**src/rtl/lsr_pkg.sv**
```systemverilog
package lsr_pkg;
  localparam int LSR_W   = 16;
  localparam int B_DR    = 0;
  localparam int B_OE    = 1;
  localparam int B_PE    = 2;
  localparam int B_FE    = 3;
  localparam int B_BI    = 4;
  localparam int B_THRE  = 5;
  localparam int B_TEMT  = 6;
  localparam int B_ERRQ  = 7;

  // sticky flag vector layout
  localparam int SF_PE   = 0;
  localparam int SF_FE   = 1;
  localparam int SF_BI   = 2;
  localparam int SF_OE   = 3;
  localparam int SF_EQ   = 4;
  localparam int SF_N    = 5;

  typedef struct packed {
    logic brk;
    logic fe;
    logic pe;
  } rx_tag_t;

  // a break always implies a framing fault
  function automatic rx_tag_t make_tag(logic brk, logic fe, logic pe);
    rx_tag_t t;
    t.brk = brk;
    t.fe  = fe | brk;
    t.pe  = pe;
    return t;
  endfunction

  function automatic logic tag_bad(rx_tag_t t);
    return t.brk | t.fe | t.pe;
  endfunction

  function automatic logic [LSR_W-1:0] pack_lsr(
    logic dr, logic oe, logic pe, logic fe,
    logic bi, logic thre, logic temt, logic errq);
    logic [LSR_W-1:0] w;
    w = '0;
    w[B_DR]   = dr;
    w[B_OE]   = oe;
    w[B_PE]   = pe;
    w[B_FE]   = fe;
    w[B_BI]   = bi;
    w[B_THRE] = thre;
    w[B_TEMT] = temt;
    w[B_ERRQ] = errq;
    return w;
  endfunction
endpackage

```
**src/rtl/lsr_rx_queue.sv**
```systemverilog
module lsr_rx_queue
  import lsr_pkg::*;
#(
  parameter int DEPTH = 16,
  parameter int DW    = 8
) (
  input  logic                        clk,
  input  logic                        rst_n,
  input  logic                        flush,
  input  logic                        wide,
  input  logic                        push_req,
  input  logic [DW-1:0]               push_data,
  input  rx_tag_t                     push_tag,
  input  logic                        pop_req,
  output logic [$clog2(DEPTH+1)-1:0]  level,
  output logic [DW-1:0]               head_data,
  output logic                        push_ok,
  output logic                        drop,
  output logic                        pop_ok,
  output logic                        head_evt,
  output rx_tag_t                     head_evt_tag
);
  localparam int AW = (DEPTH > 1) ? $clog2(DEPTH) : 1;
  localparam int LW = $clog2(DEPTH+1);

  logic [DW-1:0] mem_d [DEPTH];
  rx_tag_t       mem_t [DEPTH];
  logic [AW-1:0] rd_ptr, wr_ptr;
  logic [LW-1:0] cap;
  logic          full;

  function automatic logic [AW-1:0] adv(logic [AW-1:0] p);
    return (p == AW'(DEPTH-1)) ? '0 : p + AW'(1);
  endfunction

  assign cap     = wide ? LW'(DEPTH) : LW'(1);
  assign full    = level >= cap;
  assign push_ok = push_req && !full && !flush;
  assign drop    = push_req &&  full && !flush;
  assign pop_ok  = pop_req && (level != '0) && !flush;

  // tags of the entry that becomes oldest at this edge
  always_comb begin
    head_evt     = 1'b0;
    head_evt_tag = '0;
    if (pop_ok) begin
      if (level >= LW'(2)) begin
        head_evt     = 1'b1;
        head_evt_tag = mem_t[adv(rd_ptr)];
      end else if (push_ok) begin
        head_evt     = 1'b1;
        head_evt_tag = push_tag;
      end
    end else if ((level == '0) && push_ok) begin
      head_evt     = 1'b1;
      head_evt_tag = push_tag;
    end
  end

  always_ff @(posedge clk or negedge rst_n) begin
    if (!rst_n) begin
      rd_ptr <= '0;
      wr_ptr <= '0;
      level  <= '0;
    end else if (flush) begin
      rd_ptr <= '0;
      wr_ptr <= '0;
      level  <= '0;
    end else begin
      if (push_ok) wr_ptr <= adv(wr_ptr);
      if (pop_ok)  rd_ptr <= adv(rd_ptr);
      level <= level + LW'(push_ok) - LW'(pop_ok);
    end
  end

  always_ff @(posedge clk) begin
    if (push_ok) begin
      mem_d[wr_ptr] <= push_data;
      mem_t[wr_ptr] <= push_tag;
    end
  end

  assign head_data = (level != '0) ? mem_d[rd_ptr] : '0;
endmodule

```
**src/rtl/lsr_tx_track.sv**
```systemverilog
module lsr_tx_track #(
  parameter int DEPTH = 16
) (
  input  logic clk,
  input  logic rst_n,
  input  logic flush,
  input  logic wide,
  input  logic wr_req,
  input  logic load_req,
  input  logic shift_busy,
  output logic wr_ok,
  output logic buf_empty,
  output logic all_idle
);
  localparam int CW = $clog2(DEPTH+1);

  logic [CW-1:0] cnt, cap;
  logic          ld_ok;

  assign cap   = wide ? CW'(DEPTH) : CW'(1);
  assign wr_ok = wr_req && (cnt < cap) && !flush;
  assign ld_ok = load_req && (cnt != '0) && !flush;

  always_ff @(posedge clk or negedge rst_n) begin
    if (!rst_n)      cnt <= '0;
    else if (flush)  cnt <= '0;
    else             cnt <= cnt + CW'(wr_ok) - CW'(ld_ok);
  end

  assign buf_empty = (cnt == '0);
  assign all_idle  = buf_empty && !shift_busy;
endmodule

```
**src/rtl/lsr_sticky.sv**
```systemverilog
module lsr_sticky #(
  parameter int W = 5
) (
  input  logic         clk,
  input  logic         rst_n,
  input  logic         clr,
  input  logic [W-1:0] set,
  output logic [W-1:0] q
);
  for (genvar i = 0; i < W; i++) begin : g_bit
    always_ff @(posedge clk or negedge rst_n) begin
      if (!rst_n)      q[i] <= 1'b0;
      else if (set[i]) q[i] <= 1'b1;
      else if (clr)    q[i] <= 1'b0;
    end
  end
endmodule

```
**src/rtl/uart_lsr_tracker.sv**
```systemverilog
module uart_lsr_tracker
  import lsr_pkg::*;
#(
  parameter int RX_DEPTH = 16,
  parameter int TX_DEPTH = 16,
  parameter int DW       = 8
) (
  input  logic             clk,
  input  logic             rst_n,
  input  logic             fifo_mode,
  input  logic             rx_valid,
  input  logic [DW-1:0]    rx_data,
  input  logic             rx_brk,
  input  logic             rx_ferr,
  input  logic             rx_perr,
  input  logic             rx_pop,
  input  logic             tx_wr,
  input  logic             tx_load,
  input  logic             tx_shift_busy,
  input  logic             lsr_rd,
  output logic [LSR_W-1:0] lsr,
  output logic [DW-1:0]    rx_head
);
  localparam int LW = $clog2(RX_DEPTH+1);

  logic          mode_q, flush;
  rx_tag_t       in_tag, hev_tag;
  logic [DW-1:0] in_data;
  logic [LW-1:0] rx_level;
  logic          rx_push_ok, rx_drop, rx_pop_ok, rx_hev;
  logic          tx_acc, tx_empty, tx_idle;
  logic [SF_N-1:0] sf_set, sf_q;

  always_ff @(posedge clk or negedge rst_n) begin
    if (!rst_n) mode_q <= 1'b0;
    else        mode_q <= fifo_mode;
  end
  assign flush = fifo_mode != mode_q;

  assign in_tag  = make_tag(rx_brk, rx_ferr, rx_perr);
  assign in_data = rx_brk ? '0 : rx_data;

  lsr_rx_queue #(.DEPTH(RX_DEPTH), .DW(DW)) u_rxq (
    .clk(clk), .rst_n(rst_n), .flush(flush), .wide(fifo_mode),
    .push_req(rx_valid), .push_data(in_data), .push_tag(in_tag),
    .pop_req(rx_pop), .level(rx_level), .head_data(rx_head),
    .push_ok(rx_push_ok), .drop(rx_drop), .pop_ok(rx_pop_ok),
    .head_evt(rx_hev), .head_evt_tag(hev_tag)
  );

  lsr_tx_track #(.DEPTH(TX_DEPTH)) u_tx (
    .clk(clk), .rst_n(rst_n), .flush(flush), .wide(fifo_mode),
    .wr_req(tx_wr), .load_req(tx_load), .shift_busy(tx_shift_busy),
    .wr_ok(tx_acc), .buf_empty(tx_empty), .all_idle(tx_idle)
  );

  always_comb begin
    sf_set        = '0;
    sf_set[SF_PE] = rx_hev && hev_tag.pe;
    sf_set[SF_FE] = rx_hev && hev_tag.fe;
    sf_set[SF_BI] = rx_hev && hev_tag.brk;
    sf_set[SF_OE] = rx_drop;
    sf_set[SF_EQ] = rx_push_ok && fifo_mode && tag_bad(in_tag);
  end

  lsr_sticky #(.W(SF_N)) u_flags (
    .clk(clk), .rst_n(rst_n), .clr(lsr_rd), .set(sf_set), .q(sf_q)
  );

  assign lsr = pack_lsr(rx_level != '0, sf_q[SF_OE], sf_q[SF_PE],
                        sf_q[SF_FE], sf_q[SF_BI], tx_empty, tx_idle,
                        sf_q[SF_EQ] & fifo_mode);
endmodule

```
**config.mk**
```make
export PLATFORM = sky130hd
export DESIGN_NAME = uart_lsr_tracker
export DESIGN_NICKNAME = d
export VERILOG_FILES = /design/src/rtl/lsr_pkg.sv /design/src/rtl/lsr_rx_queue.sv /design/src/rtl/lsr_tx_track.sv /design/src/rtl/lsr_sticky.sv /design/src/rtl/uart_lsr_tracker.sv
export SDC_FILE = /design/constraint.sdc
export NUM_CORES = 1
export LEC_CHECK = 0
export BUFFER_PORTS_ARGS = -buffer_cell sky130_fd_sc_hd__buf_2
export CAP_MARGIN = 20
export CORE_MARGIN = 2
export CORE_UTILIZATION = 61
export CTS_CLUSTER_SIZE = 25
export DETAILED_ROUTE_END_ITERATION = 16
export GPL_TIMING_DRIVEN = 0
export PLACE_DENSITY = 0.86
export SLEW_MARGIN = 25
export SYNTH_ARGS = -nofsm -noshare
export SYNTH_HDL_FRONTEND = slang
export SYNTH_HIERARCHICAL = 1
export SYNTH_SLANG_ARGS = --single-unit
```
**constraint.sdc**
```tcl
create_clock -name clk -period 3.8 [get_ports clk]
set_input_delay 0.57 -clock clk [delete_from_list [all_inputs] [get_ports clk]]
set_output_delay 0.57 -clock clk [all_outputs]
set_load 0.03 [all_outputs]
```
==> results.tsv <==
stage	metric	value	unit
die	rows	44	
pwr	power_density	648	nW/um^2
synthesis	synth.area.top_cells	sky130_fd_sc_hd__edfxtp_1, sky130_fd_sc_hd__mux4_2, sky130_fd_sc_hd__dfrtp_1	
die	die_height	125	um
global_route	initial_antenna_violation_count	0	
timing	finClkSkew	0.0117	ns
timing	holdWs	0.112	ns
routing	ant_nets	0	
timing	worst_slew_margin_rel	41.4	%
global_route	number_of_global_route_vias_before_repair	5208	
synthesis	synth_flop_cell	sky130_fd_sc_hd__edfxtp_1	
layout	flow.area_growth_from_synthesis	11.2	%
layout	mostFrequentLayoutCells	sky130_fd_sc_hd__edfxtp_1, sky130_fd_sc_hd__buf_2, sky130_fd_sc_hd__mux4_2	
synthesis	edff_count_synth	176	
worst_setup_path	crit_type	flip-flop to output pin	
synthesis	post_syn_instances	549	
pwr	peakVddDrop	0.467	mV
die	io-pin-count	44	
global_route	grt_first_pass_wirelength	29800	um
worst_setup_path	cp.arrival	3.13	ns
placement	place_area	9300	um^2
pwr	power_leakage	3.59	nW
synthesis	synth-warning-count	6	
layout	finalNetCount	658	
cts	clkTransAtPathRegs	0.07	ns
routing	vias	5027	
cts	clockRootBuffer	sky130_fd_sc_hd__clkbuf_16	
layout	final_common_cell	sky130_fd_sc_hd__edfxtp_1	
global_route	overflow	0	
timing	rsz_0062_raised_after_global_routing	no	
layout	insertedDiodeCount	0	
placement	detailed_place_hpwl	11800	um
routing	drt-wirelength-per-cell	23.4	um
routing	sum_of_routed_wire_length_over_all_layers	18900	um
cts	max_buffers_root_to_sink	2	
timing	clock_period_minus_final_worst_setup_slack	3.70	ns
die	die_area	15500	um^2
synthesis	synth_top_area_share	59.6	%
worst_setup_path	endpoint_class_of_the_critical_path	output pin	
cts	cts_tree	done	
timing	setup_violations	0	
layout	post_route_cells_drive_above_1_share	23.3	%
cts	clock_sinks	200	
global_route	grt_start_max_net_pins	28	
status	outcome	finished, final reports clean	
synthesis	asyncSetResetFlopFracSynth	12.0	%
worst_setup_path	cp_cell_sequence	clkbuf_1, clkbuf_1, mux4_2, mux4_2, nor2b_1, buf_2	
cts	ctsResizeCount	0	
placement	count_of_input_and_output_buffers	35	
routing	detailedRoute.firstPassIterationCount	6	
routing	drc_errors	0	
global_route	grt_util_all_layers	25.9	%
synthesis	synth_top_area_cell	sky130_fd_sc_hd__edfxtp_1	
cts	clock_latency_reported_for_the_late_side_of_the_worst_skew_pair	0.44	ns
cts	post_cts_hold_buffer_count	0	
die	die_width	125	um
cts	cts_setup_buffers	0	
layout	finalInstanceArea	9860	um^2
die	core_region_area	14400	um^2
layout	utilization	68.6	%
synthesis	synth_cell_type_count	56	
timing	timing_worst_slew_pin_value	0.878	ns
synthesis	synth_seq_area_share	66.4	%
cts	htree_levels	4	
timing	fin_setup_tns	0	ns
worst_hold_path	holdCritPathClass	input port to asynchronous set/reset pin	
synthesis	syn-mean-instance-area	16.2	um^2
routing	drt_iter0_drc	597	
timing	final_min_period_over_clock_period	97.2	%
synthesis	syn_area	8870	um^2
worst_setup_path	critPathMaxStageDelay	0.67	ns
pwr	report.power.total	0.00639	W
placement	place_congestion	0.943	
worst_setup_path	worst_path_max_delay_cell	sky130_fd_sc_hd__clkbuf_1	
worst_setup_path	timing.critical_path.required	3.23	ns
die	floorplan.initialDensity	61.7	%
timing	maxClockFrequency	0.271	GHz
routing	detail_route.vias_per_cell	6.23	
cts	cts_made_buffers	17	
synthesis	flop_and_latch_count_out_of_synthesis	200	
worst_setup_path	crit_path_max_fanout	10	
flow_run	max_cap_violations	0	
timing	hold_violations	0	
timing	finalMaxSlewViolations	0	
worst_setup_path	worst_setup_path_start_kind	flip-flop	
## where the power goes
group | internal (W) | total, W | switching, W
sequential | 0.00250 | 0.00258 | 0.0000809
clock | 0.000922 | 0.00174 | 0.000819
combinational | 0.000845 | 0.00208 | 0.00123
total | 0.00426 | 0.00639 | 0.00213
## final timing paths
kind | slack (ns) | depth (start not counted) | startpoint | to
worst max-delay path | 0.10 | 6 | u_rxq/rd_ptr[1]$_DFFE_PN0P_ | rx_head[6]
worst max register to register | 0.35 | 17 | u_rxq/level[1]$_DFF_PN0_ | u_rxq/level[4]$_DFF_PN0_
worst min register to register | 0.48 | 1 | u_flags/q[4]$_DFFE_PN0P_ | u_flags/q[4]$_DFFE_PN0P_
min in group clk | 0.34 | 1 | fifo_mode | mode_q$_DFF_PN0_
max in group asynchronous | 3.33 | 1 | rst_n | u_rxq/rd_ptr[2]$_DFFE_PN0P_
worst min-delay path | 0.11 | 1 | rst_n | u_tx/cnt[1]$_DFF_PN0_
## critical path, delay by kind of cell, from the launching register on
| family | cells | cell delay, ns |
|---|---|---|
| simple gates | 1 | 0.16 |
| flops | 1 | 0.36 |
| buf+inv | 3 | 1.28 |
| mux | 2 | 0.89 |
## cell type report
cell class / instances / area, um^2
plain buffers: 30 / 165
clock buffers: 18 / 429
clock inverters: 14 / 134
fillers: 910 / 4510
inverters: 30 / 113
multi-input cells: 296 / 2730
flip-flops and latches: 200 / 5890
well taps: 184 / 230
repair buffers: 35 / 175
## sequential cells by signal (all words and copies together) (netlist names)
register and flops:
u_rxq/mem_t 48, u_rxq/rd_ptr 4, u_rxq/mem_d 128, u_rxq/wr_ptr 4, u_tx/cnt 5, u_rxq/level 5, mode_q 1, u_flags/q 5
## layer usage
layer	wire length [um]	global-route usage [%]
met5	0	0
met2	9230	40.4
met3	1640	5.46
met1	7300	35.6
met4	705	12.3
## cell usage after synthesis, types with 4 or more instances
library cell               count
sky130_fd_sc_hd__and2b_2       8
sky130_fd_sc_hd__o21ai_0       7
sky130_fd_sc_hd__nor3_1        8
sky130_fd_sc_hd__nand2_1      16
sky130_fd_sc_hd__mux4_2       43
sky130_fd_sc_hd__nor2_1       32
sky130_fd_sc_hd__a21o_1        5
sky130_fd_sc_hd__or3_1         6
sky130_fd_sc_hd__nor2b_1      16
sky130_fd_sc_hd__edfxtp_1    176
sky130_fd_sc_hd__buf_4        11
sky130_fd_sc_hd__inv_1        27
sky130_fd_sc_hd__clkbuf_1      9
sky130_fd_sc_hd__a21oi_1      18
sky130_fd_sc_hd__nor3b_1       5
sky130_fd_sc_hd__nand3_1      10
sky130_fd_sc_hd__mux2i_1       7
sky130_fd_sc_hd__buf_2         9
sky130_fd_sc_hd__and2_1       21
sky130_fd_sc_hd__o221ai_1      4
sky130_fd_sc_hd__xnor2_1       5
sky130_fd_sc_hd__nand2b_1      6
sky130_fd_sc_hd__ha_1         26
sky130_fd_sc_hd__dfrtp_1      24
## metrics by stage
stage / instances / setup WS [ns]
after global placement: 775 / 0.262
final: 807 / 0.105
after global routing: 807 / 0.0111
after floorplan: 556 / 0.752
after detailed placement: 775 / 0.158
after CTS: 807 / 0.117
## cell families (layout without fill, tap and decap cells)
kind of cell    count (synthesis)  count (layout)  share of synthesized area [%]
compound gates                 59              59                           4.67
mux                            51              51                           11.8
fa+ha+maj                      28              28                           4.12
flops                         200             200                           66.4
xor+xnor                        9               9                          0.974
other cells                     1               8                         0.0423
buf+inv                        60             127                           3.13
simple gates                  141             141                           8.86
No activity file was read; power rests on OpenSTA's default activity.
